[config.mk]
export PLATFORM = sky130hd
export DESIGN_NAME = chan_capture
export DESIGN_NICKNAME = d
export VERILOG_FILES = /design/src/rtl/capture_pkg.sv /design/src/rtl/word_packer.sv /design/src/rtl/colour_seq.sv /design/src/rtl/latch_gate.sv /design/src/rtl/chan_capture.sv
export SDC_FILE = /design/constraint.sdc
export NUM_CORES = 1
export LEC_CHECK = 0
export BUFFER_PORTS_ARGS = -buffer_cell sky130_fd_sc_hd__clkbuf_2
export CORE_MARGIN = 2
export CORE_UTILIZATION = 54
export CTS_CLUSTER_SIZE = 24
export DETAILED_ROUTE_END_ITERATION = 16
export HOLD_SLACK_MARGIN = 0.15
export PLACE_DENSITY = 0.82
export SYNTH_ARGS = -nofsm -noshare
export SYNTH_HDL_FRONTEND = slang
export SYNTH_HIERARCHICAL = 1
export SYNTH_SLANG_ARGS = --single-unit
export TNS_END_PERCENT = 1
[constraint.sdc]
create_clock -name clk_i -period 3.4 [get_ports clk_i]
set_clock_uncertainty 0.15 [all_clocks]
set_input_delay 0.34 -clock clk_i [delete_from_list [all_inputs] [get_ports clk_i]]
set_output_delay 0.34 -clock clk_i [all_outputs]
set_load 0.05 [all_outputs]
[src/rtl/capture_pkg.sv]
`timescale 1ns/1ps
package capture_pkg;
  // colour code doubles as the grab code that selects it; 2'b00 means all
  typedef enum logic [1:0] {
    COL_ANY   = 2'b00,
    COL_RED   = 2'b01,
    COL_GREEN = 2'b10,
    COL_BLUE  = 2'b11
  } colour_e;
endpackage

[src/rtl/word_packer.sv]
`timescale 1ns/1ps
module word_packer #(
  parameter int WORD_W   = 8,
  parameter int SAMPLE_W = 16
) (
  input  logic                clk_i,
  input  logic                rst_ni,
  input  logic                clear_i,
  input  logic                valid_i,
  input  logic [WORD_W-1:0]   word_i,
  output logic [SAMPLE_W-1:0] sample_o,
  output logic                done_o
);
  localparam int WORDS = SAMPLE_W / WORD_W;

  logic [SAMPLE_W-1:0] sample_q;
  logic                done_q;

  if (WORDS == 1) begin : g_direct
    always_ff @(posedge clk_i or negedge rst_ni) begin
      if (!rst_ni) begin
        sample_q <= '0;
        done_q   <= 1'b0;
      end else begin
        done_q <= valid_i;
        if (valid_i) sample_q <= SAMPLE_W'(word_i);
      end
    end
  end else begin : g_packed
    localparam int PW = $clog2(WORDS);
    logic [PW-1:0]       phase_q;
    logic [SAMPLE_W-1:0] shift_q;
    logic                last;

    assign last = valid_i && !clear_i && (phase_q == PW'(WORDS - 1));

    always_ff @(posedge clk_i or negedge rst_ni) begin
      if (!rst_ni) begin
        phase_q  <= '0;
        shift_q  <= '0;
        sample_q <= '0;
        done_q   <= 1'b0;
      end else begin
        done_q <= last;
        if (valid_i) shift_q <= {shift_q[SAMPLE_W-WORD_W-1:0], word_i};
        if (last) sample_q <= {shift_q[SAMPLE_W-WORD_W-1:0], word_i};
        // a word arriving with clear starts a fresh sample
        if (clear_i)      phase_q <= valid_i ? PW'(1) : '0;
        else if (last)    phase_q <= '0;
        else if (valid_i) phase_q <= phase_q + PW'(1);
      end
    end
  end

  assign sample_o = sample_q;
  assign done_o   = done_q;
endmodule

[src/rtl/colour_seq.sv]
`timescale 1ns/1ps
module colour_seq
  import capture_pkg::*;
(
  input  logic    clk_i,
  input  logic    rst_ni,
  input  logic    restart_i,
  input  logic    step_i,
  input  logic    tri_mode_i,
  output colour_e colour_o
);
  colour_e col_q;

  always_ff @(posedge clk_i or negedge rst_ni) begin
    if (!rst_ni) col_q <= COL_RED;
    else if (restart_i) col_q <= COL_RED;
    else if (step_i && tri_mode_i) begin
      unique case (col_q)
        COL_RED:   col_q <= COL_GREEN;
        COL_GREEN: col_q <= COL_BLUE;
        default:   col_q <= COL_RED;
      endcase
    end
  end

  assign colour_o = col_q;
endmodule

[src/rtl/latch_gate.sv]
`timescale 1ns/1ps
module latch_gate
  import capture_pkg::*;
(
  input  logic       clk_i,
  input  logic       rst_ni,
  input  logic       done_i,
  input  logic       tri_mode_i,
  input  logic [1:0] grab_i,
  input  colour_e    colour_i,
  output logic       latch_o
);
  logic qualify;
  logic latch_q;

  assign qualify = !tri_mode_i
                || (colour_e'(grab_i) == COL_ANY)
                || (colour_e'(grab_i) == colour_i);

  always_ff @(posedge clk_i or negedge rst_ni) begin
    if (!rst_ni) latch_q <= 1'b0;
    else         latch_q <= done_i && qualify;
  end

  assign latch_o = latch_q;
endmodule

[src/rtl/chan_capture.sv]
`timescale 1ns/1ps
module chan_capture
  import capture_pkg::*;
#(
  parameter int WORD_W   = 8,
  parameter int SAMPLE_W = 16
) (
  input  logic                clk_i,
  input  logic                rst_ni,
  input  logic [WORD_W-1:0]   word_i,
  input  logic                word_valid_i,
  input  logic                tri_mode_i,
  input  logic [1:0]          grab_sel_i,
  input  logic                line_start_i,
  output logic [SAMPLE_W-1:0] data_o,
  output logic                latch_o
);
  logic    done;
  colour_e colour;

  word_packer #(
    .WORD_W  (WORD_W),
    .SAMPLE_W(SAMPLE_W)
  ) u_packer (
    .clk_i   (clk_i),
    .rst_ni  (rst_ni),
    .clear_i (line_start_i),
    .valid_i (word_valid_i),
    .word_i  (word_i),
    .sample_o(data_o),
    .done_o  (done)
  );

  // colour of the sample flagged by done; it advances on the same edge the strobe is set
  colour_seq u_seq (
    .clk_i     (clk_i),
    .rst_ni    (rst_ni),
    .restart_i (line_start_i),
    .step_i    (done),
    .tri_mode_i(tri_mode_i),
    .colour_o  (colour)
  );

  latch_gate u_gate (
    .clk_i     (clk_i),
    .rst_ni    (rst_ni),
    .done_i    (done),
    .tri_mode_i(tri_mode_i),
    .grab_i    (grab_sel_i),
    .colour_i  (colour),
    .latch_o   (latch_o)
  );
endmodule

==> impl_metrics.tcl, run 1 <==
set metrics [dict create \
    status "finished, final reports clean" \
    dp_slack_ps 1800 \
    arrival_ps 1940 \
    cp_top_family "buffers and inverters" \
    synthTopCellsByArea "dfrtp_1 (59%), mux2_2 (14%), mux2_4 (11%)" \
    cp_slowest_cell "dlygate4sd3_1" \
    drc 0 \
    ios 32 \
    p_leak_nw 0.791 \
    firstDrtPassIters 4 \
    finalHoldViolations 0 \
    cts-resized-gates 0 \
    crit_path_cell_trace "dlygate4sd3_1 > clkbuf_2 > nand2b_1 > a21oi_1 > a311oi_1 > dlygate4sd3_1" \
    setup_tns_ps 0 \
    antenna_found_initial 0 \
    reg2reg_depth 3 \
    path_class "in2reg" \
    synthCells 73 \
    hold_depth 3 \
    period_share 0.555 \
    maxCapViolations 0 \
    cts.sinks 29 \
    grtUsageMet1 0.242 \
    max_stage_delay_ps 560 \
    postRouteWirelength_um 2180 \
    drt_iter0_drc 7 \
    critical_path_cell_count 6 \
    grt_pass1_vias 829 \
    fmax_mhz 530 \
    cts-root-buf "clkbuf_4" \
    wl_per_cell_um 14.5 \
    ir_drop_uv 712 \
    start_util 0.589 \
    synth_top_area_cell "dfrtp_1" \
    rsz0062_at_grt "no" \
    finalCriticalPeriod_ps 1890 \
    cts_max_level 2 \
    synth_ff_type "dfrtp_1" \
    synth_most_common_cell "dfrtp_1" \
    layout-drive-gt1-share 0.528 \
    crit_required_ps 3460 \
    cts_setup_buffers 0 \
    yosysUniqueCellTypes 16 \
    ys_seq_area_frac 0.617 \
    cts_tree "built" \
    setup_slack_ps 1510 \
    use_met3 0.0923 \
    antenna_cells 0 \
    cp_common_cell "dlygate4sd3_1" \
    grt_pass1_wl_um 3810 \
    r2r_slack_ps 1550 \
    grt_max_degree 30 \
    cts_buffers 5 \
    yosys_register_bits 29 \
    rows 16 \
    dieArea_sq_um 2570 \
    yosysWarnings 6 \
    synth-edff-count 0 \
    timing.slew.headroom 0.539 \
    vias_per_cell 4.98 \
    die_h_um 50.7 \
    hold_buffers 13 \
    busiest_layer "met2" \
    start_kind "primary input" \
    finish.net_count 138 \
    core_area_sq_um 2000 \
    io_buffer_count 31 \
    clkLatencyLatePin_ps 320 \
    synthTopCellsByCount "dfrtp_1 (28), mux2_2 (15), mux2_4 (9), inv_1 (4), a21oi_1 (3)" \
    cts.path.max_buffers 2 \
    hold_path.class "in2reg" \
    fp.dieW_um 50.7 \
    async_reset_ff_frac 1.00 \
    crit_buf_inv 3 \
    track_usage 0.214 \
    clk_pin_slew_ps 90 \
    drv_slew 0 \
    synthesis.nets 89 \
    synthToLayoutAreaGrowth_pct 32.4 \
    drtAntennaViolNets 0 \
    setup_viol 0 \
    crit_fanout 2 \
    grt-ovfl-total 0 \
    syn_avg_cell_area_sq_um 16.1 \
    synth_top_area_frac 0.594 \
    power_density_nw_per_um2 742 \
    grt.met2_usage 0.355 \
    gp_congestion 0.734 \
    vias 747 \
    tightest_slew_ps 691 \
    synth_area_sq_um 1180 \
    end_kind "flip-flop" \
]
## power breakdown
part	internal (W)	total, W	switching [W]	leakage, nW
logic	0.000131	0.000408	0.000277	0.399
clock network	0.000176	0.000290	0.000114	0.0455
registers	0.000417	0.000459	0.0000425	0.346
## through the flow
step	hold WS, ps	instances	area [sq um]	total power [W]	utilization
floorplan	-106	73	1180	0.000768	-
global placement	257	129	1350	0.000851	0.672
detailed placement	263	129	1350	0.000863	0.672
CTS	196	150	1560	0.00117	0.779
global route	183	150	1560	0.00122	0.779
finish	217	150	1560	0.00116	0.779
## worst reg2reg max path, stage by stage, from the launching register on
cell and delay (ps):
dfstp_2 570, ha_1 230, a311oi_1 240, dlygate4sd3_1 580
## registers in the layout, summed over array words and instances (netlist names)
signal,flops
u_seq/colour_o,2
u_packer/sample_o,16
u_packer/done_o,1
u_gate/latch_o,1
u_packer/g_packed.phase_q,1
u_packer/g_packed.shift_q,8
## placed cells by master, fill, tap and decap left out, types with 2 or more instances in the layout
| master | instances |
|---|---|
| a21oi_1 | 3 |
| a311oi_1 | 2 |
| clkbuf_2 | 31 |
| clkbuf_4 | 5 |
| dfrtp_1 | 28 |
| dlygate4sd3_1 | 13 |
| inv_1 | 4 |
| mux2_2 | 15 |
| mux2_4 | 9 |
| nand2b_1 | 2 |
## metal layers
metal  vias to the layer above  routed length [um]  part of all wire
li1                        358                   -                 -
met1                       359                 885              0.41
met2                        28                1140              0.52
met3                         2                 131             0.060
met4                         0                  19            0.0087
met5                         -                   0                 0
## kinds of logic (layout without fill, tap and decap cells)
| logic type | after synthesis | in the layout | share of synthesized area |
|---|---|---|---|
| xor+xnor | 1 | 1 | 0.00743 |
| fa+ha+maj | 1 | 1 | 0.0106 |
| flops | 29 | 29 | 0.617 |
| buf+inv | 6 | 56 | 0.0318 |
| simple gates | 5 | 5 | 0.0372 |
| compound gates | 7 | 7 | 0.0382 |
| mux | 24 | 24 | 0.258 |
## worst paths after layout
check                                        startpoint               endpoint
hold reg to reg            u_packer/g_packed.shift_q[5]  u_packer/sample_o[13]
hold / removal                               tri_mode_i      u_seq/colour_o[0]
max in group asynchronous                        rst_ni        u_packer/done_o
setup reg to reg                      u_seq/colour_o[0]      u_seq/colour_o[1]
min in group asynchronous                        rst_ni   u_packer/sample_o[0]
setup / recovery                          grab_sel_i[0]         u_gate/latch_o
## area by class of cell
cell class,instances,area (sq um)
clock buffer,7,55.1
clock inverter,1,30.0
fill,124,442
inverter,4,15.0
multi-input combinational,38,414
sequential,29,727
tap,27,33.8
timing repair buffer,44,285
Note: power is estimated with default switching activity, not from simulation.
==> inputs of run 2 (changes only) <==
--- a/config.mk
+++ b/config.mk
@@ -7,11 +7,11 @@
 export LEC_CHECK = 0
 export BUFFER_PORTS_ARGS = -buffer_cell sky130_fd_sc_hd__clkbuf_2
 export CORE_MARGIN = 2
-export CORE_UTILIZATION = 54
+export CORE_UTILIZATION = 50
 export CTS_CLUSTER_SIZE = 24
 export DETAILED_ROUTE_END_ITERATION = 16
 export HOLD_SLACK_MARGIN = 0.15
-export PLACE_DENSITY = 0.82
+export PLACE_DENSITY = 0.77
 export SYNTH_ARGS = -nofsm -noshare
 export SYNTH_HDL_FRONTEND = slang
 export SYNTH_HIERARCHICAL = 1
==> constraint.sdc (replaced) <==
create_clock -name clk_i -period 1.75 [get_ports clk_i]
set_clock_uncertainty 0.15 [all_clocks]
set_input_delay 0.175 -clock clk_i [delete_from_list [all_inputs] [get_ports clk_i]]
set_output_delay 0.175 -clock clk_i [all_outputs]
set_load 0.05 [all_outputs]
==> impl_metrics.tcl, run 2 (same netlist as run 1, synthesis figures left out) <==
set metrics [dict create \
    final_common_cell "clkbuf_2" \
    cts_setup_buffers 0 \
    cts.sinks 29 \
    tightest_slew_ps 696 \
    grt_max_degree 30 \
    setup_tns_ps 0 \
    arrival_ps 1570 \
    start_util 0.533 \
    layout-drive-gt1-share 0.512 \
    wl_per_cell_um 13.6 \
    antenna_found_initial 0 \
    place_hpwl_um 1410 \
    timing.slew.headroom 0.536 \
    fillers 162 \
    grt_pass1_wl_um 3590 \
    rows 17 \
    dp.cells 131 \
    cts_max_level 2 \
    fmax_mhz 657 \
    largest_register_ffs 16 \
    max_stage_delay_ps 530 \
    path_class "in2reg" \
    drtAntennaViolNets 0 \
    setup.worst_path.end "u_packer/sample_o[11]" \
    core_area_sq_um 2210 \
    synthToLayoutAreaGrowth_pct 30.9 \
    finalHoldViolations 0 \
    status "finished, final reports clean" \
    finalCriticalPeriod_ps 1520 \
    multiInputGateArea_sq_um 414 \
    setup_viol 0 \
    maxCapViolations 0 \
    r2r_slack_ps 430 \
    clkLatencyLatePin_ps 310 \
    startpoint "line_start_i" \
    gp_congestion 0.725 \
    crit_required_ps 1800 \
    hold_path.class "in2async" \
    setup_slack_ps 227 \
    drt_iter0_drc 5 \
    cts.path.max_buffers 2 \
    reg2reg_to "u_seq/colour_o[1]" \
    track_usage 0.189 \
    dieArea_sq_um 2760 \
    dp_slack_ps 442 \
    drv_slew 0 \
    register_area_sq_um 727 \
    fin_total_pwr_w 0.00205 \
    grt-ovfl-total 0 \
    io_buffer_count 31 \
    start_kind "primary input" \
    vias_per_cell 5.01 \
    ir_drop_uv 929 \
    period_share 0.870 \
    cts_tree "built" \
    rsz0062_at_grt "no" \
    firstDrtPassIters 3 \
    grt_pass1_vias 815 \
    fin_hold_ws_ps 290 \
    postRouteWirelength_um 2080 \
    clk_pin_slew_ps 80 \
    p_leak_nw 0.776 \
    ios 32 \
    vias 767 \
    r2r-start "u_seq/colour_o[0]" \
    finish.net_count 140 \
    mostFrequentLayoutCells "clkbuf_2 (31), dfrtp_1 (28), mux2_2 (15)" \
    crit_path_cell_trace "dlygate4sd3_1 > clkbuf_2 > nand3b_4 > mux2_4" \
    crit_fanout 17 \
    fp.dieW_um 52.6 \
    die_h_um 52.6 \
    cts_buffers 5 \
    end_kind "flip-flop" \
    reg2reg_depth 2 \
    instances_no_fill 153 \
    cp_slowest_cell "dlygate4sd3_1" \
    drc 0 \
    cts-root-buf "clkbuf_4" \
    antenna_cells 0 \
    power_density_nw_per_um2 1330 \
]
run 2: changes by cell type in the layout (fill, tap and decap cells not counted), sizes merged:
cell and delta:
buf +1, bufinv -1, clkbuf +1, dlygate4sd3 +1
run 2: per-stage QoR:
step                utilization  area (sq um)
finish                    0.697          1540
global route              0.697          1540
CTS                       0.697          1540
detailed placement        0.612          1350
global placement          0.612          1350
floorplan                     -          1180
run 2: area by class of cell:
| cell class | count | share of cell area |
|---|---|---|
| Sequential cell | 29 | 0.471 |
| Multi-Input combinational cell | 38 | 0.268 |
| Inverter | 4 | 0.00973 |
| Tap cell | 28 | 0.0227 |
| Clock buffer | 8 | 0.0316 |
| Timing Repair Buffer | 46 | 0.196 |
run 2: worst min path at each step:
stage                     slack, ps                         to  cells after the start    from
after global placement           90             u_gate/latch_o                      1  rst_ni
after detailed placement        100       u_packer/sample_o[8]                      1  rst_ni
after floorplan                -270             u_gate/latch_o                      0  rst_ni
after CTS                       300  u_packer/g_packed.phase_q                      2  rst_ni
final                           290            u_packer/done_o                      2  rst_ni
after global routing            330       u_packer/sample_o[4]                      2  rst_ni
run 2: metal layers:
metal  GRT usage  wire, um  vias up  share of wire
met1       0.214       895      378           0.43
met2       0.323      1050       24           0.51
met3      0.0571       100        4          0.048
li1            -         -      361              -
met5           0         0        -              0
met4      0.0897        34        0          0.016
run 2: critical path, delay by kind of cell:
family / cells / cell delay [ps]
buf+inv: 2 / 670
mux: 1 / 380
simple gates: 1 / 340
run 2: timing repair:
item,in CTS,in global routing
resized for setup,0,0
hold buffers,14,1
hold endpoints to repair,49,1
setup endpoints to repair,0,1
run 2: power breakdown:
part	switching (W)	internal, W
combinational	0.000534	0.000258
sequential	0.0000828	0.000810
clock	0.000204	0.000160
total	0.000821	0.00123
==> inputs of run 3 (changes only) <==
--- a/config.mk
+++ b/config.mk
@@ -12,6 +12,7 @@
 export DETAILED_ROUTE_END_ITERATION = 16
 export HOLD_SLACK_MARGIN = 0.15
 export PLACE_DENSITY = 0.77
+export RECOVER_POWER = 25
 export SYNTH_ARGS = -nofsm -noshare
 export SYNTH_HDL_FRONTEND = slang
 export SYNTH_HIERARCHICAL = 1
==> impl_metrics.tcl, run 3 (same netlist as run 1, synthesis figures left out) <==
set metrics [dict create \
    grt_pass1_vias 815 \
    hold_path.class "in2async" \
    grt_pass1_wl_um 3590 \
    largest_register_ffs 16 \
    clkLatencyLatePin_ps 310 \
    cts_tree "built" \
    r2r_slack_ps 430 \
    cp_slowest_cell "dlygate4sd3_1" \
    wl_met1_um 896 \
    top_layer_used "met4" \
    drt_iter0_drc 5 \
    finish.net_count 140 \
    wl_met2_um 1050 \
    rows 17 \
    firstDrtPassIters 3 \
    layout-drive-gt1-share 0.504 \
    crit_path_cell_trace "dlygate4sd3_1 > clkbuf_2 > clkbuf_1 > mux2_2" \
    crit_buf_inv 3 \
    start_kind "primary input" \
    wl_per_cell_um 13.6 \
    grt_max_degree 30 \
    cts_setup_buffers 0 \
    place_hpwl_um 1410 \
    period_share 0.914 \
    power_density_nw_per_um2 1330 \
    final_common_cell "clkbuf_2" \
    drc 0 \
    cts-root-buf "clkbuf_4" \
    fmax_mhz 625 \
    final_util 0.696 \
    clk_pin_slew_ps 80 \
    track_usage 0.189 \
    finalCriticalPeriod_ps 1600 \
    fp.dieW_um 52.6 \
    instances_no_fill 153 \
    p_leak_nw 0.772 \
    mostFrequentLayoutCells "clkbuf_2 (31), dfrtp_1 (28), mux2_2 (15)" \
    status "finished, final reports clean" \
    drv_slew 0 \
    vias_per_cell 5.02 \
    cp_top_family "buffers and inverters" \
    core_area_sq_um 2210 \
    cts_buffers 5 \
    crit_required_ps 1790 \
    arrival_ps 1640 \
    antenna_cells 0 \
    io_buffer_count 31 \
    antenna_found_initial 0 \
    path_class "in2reg" \
    postRouteWirelength_um 2080 \
    maxCapViolations 0 \
    setup_tns_ps 0 \
    cts.path.max_buffers 2 \
    cts-resized-gates 0 \
    drtAntennaViolNets 0 \
    wl_met3_um 100 \
    setup_viol 0 \
    cts_max_level 2 \
    finalHoldViolations 0 \
    crit_fanout 9 \
    dieArea_sq_um 2760 \
    start_util 0.533 \
    vias 768 \
    cts.sinks 29 \
    die_h_um 52.6 \
    rsz0062_at_grt "no" \
    grt-ovfl-total 0 \
    ios 32 \
    dp.cells 131 \
    timing.slew.headroom 0.536 \
    end_kind "flip-flop" \
    synthToLayoutAreaGrowth_pct 30.6 \
    tightest_slew_ps 696 \
    fin_hold_ws_ps 290 \
    max_stage_delay_ps 520 \
    gp_congestion 0.725 \
    ir_drop_uv 929 \
]
[run 3: changes by cell type in the layout (fill, tap and decap cells not counted), sizes merged]
cell,before,now
buf,1,0
clkbuf,39,40
[run 3: per-stage QoR]
step           power, W  area, sq um  setup slack [ps]
2_1_floorplan   0.00149         1180               495
3_3_place_gp    0.00166         1350               474
3_5_place_dp    0.00168         1350               442
4_1_cts         0.00208         1540              53.9
5_1_grt         0.00217         1540               104
6_report        0.00205         1540               151
[run 3: power breakdown]
part | total [W] | internal [W] | switching, W
clock | 0.000364 | 0.000160 | 0.000204
sequential | 0.000893 | 0.000810 | 0.0000829
combinational | 0.000791 | 0.000257 | 0.000534
[run 3: routing by layer]
layer  track usage  vias up
met1         0.214      380
met5             0        -
met3        0.0571        4
li1              -      360
met4        0.0897        0
met2         0.323       24
[run 3: final timing paths]
path	to	depth (start not counted)	startpoint
worst max-delay path	u_packer/g_packed.shift_q[4]	4	word_valid_i
worst min-delay path	u_packer/done_o	2	rst_ni
worst max register to register	u_seq/colour_o[1]	2	u_seq/colour_o[0]
worst min register to register	u_packer/sample_o[14]	1	u_packer/g_packed.shift_q[6]
max in group asynchronous	u_packer/sample_o[1]	2	rst_ni
min in group clk_i	u_packer/sample_o[14]	1	u_packer/g_packed.shift_q[6]
[run 3: layout make-up]
type	count	area, sq um
well taps	28	35.0
repair buffers	46	299
inverters	4	15.0
fillers	164	673
clock buffers	8	48.8
multi-input cells	38	414
flip-flops and latches	29	727
[run 3: worst reg2reg max path: stages, from the launching register on]
cell,delay [ps]
dfstp_2,570
ha_1,240
a311oi_1,260
[run 3: repair_timing]
| item | 4_1_cts | 5_1_grt |
|---|---|---|
| hold buffers | 14 | 1 |
| endpoints found under the hold margin | 49 | 1 |
| setup endpoints to repair | 0 | 1 |
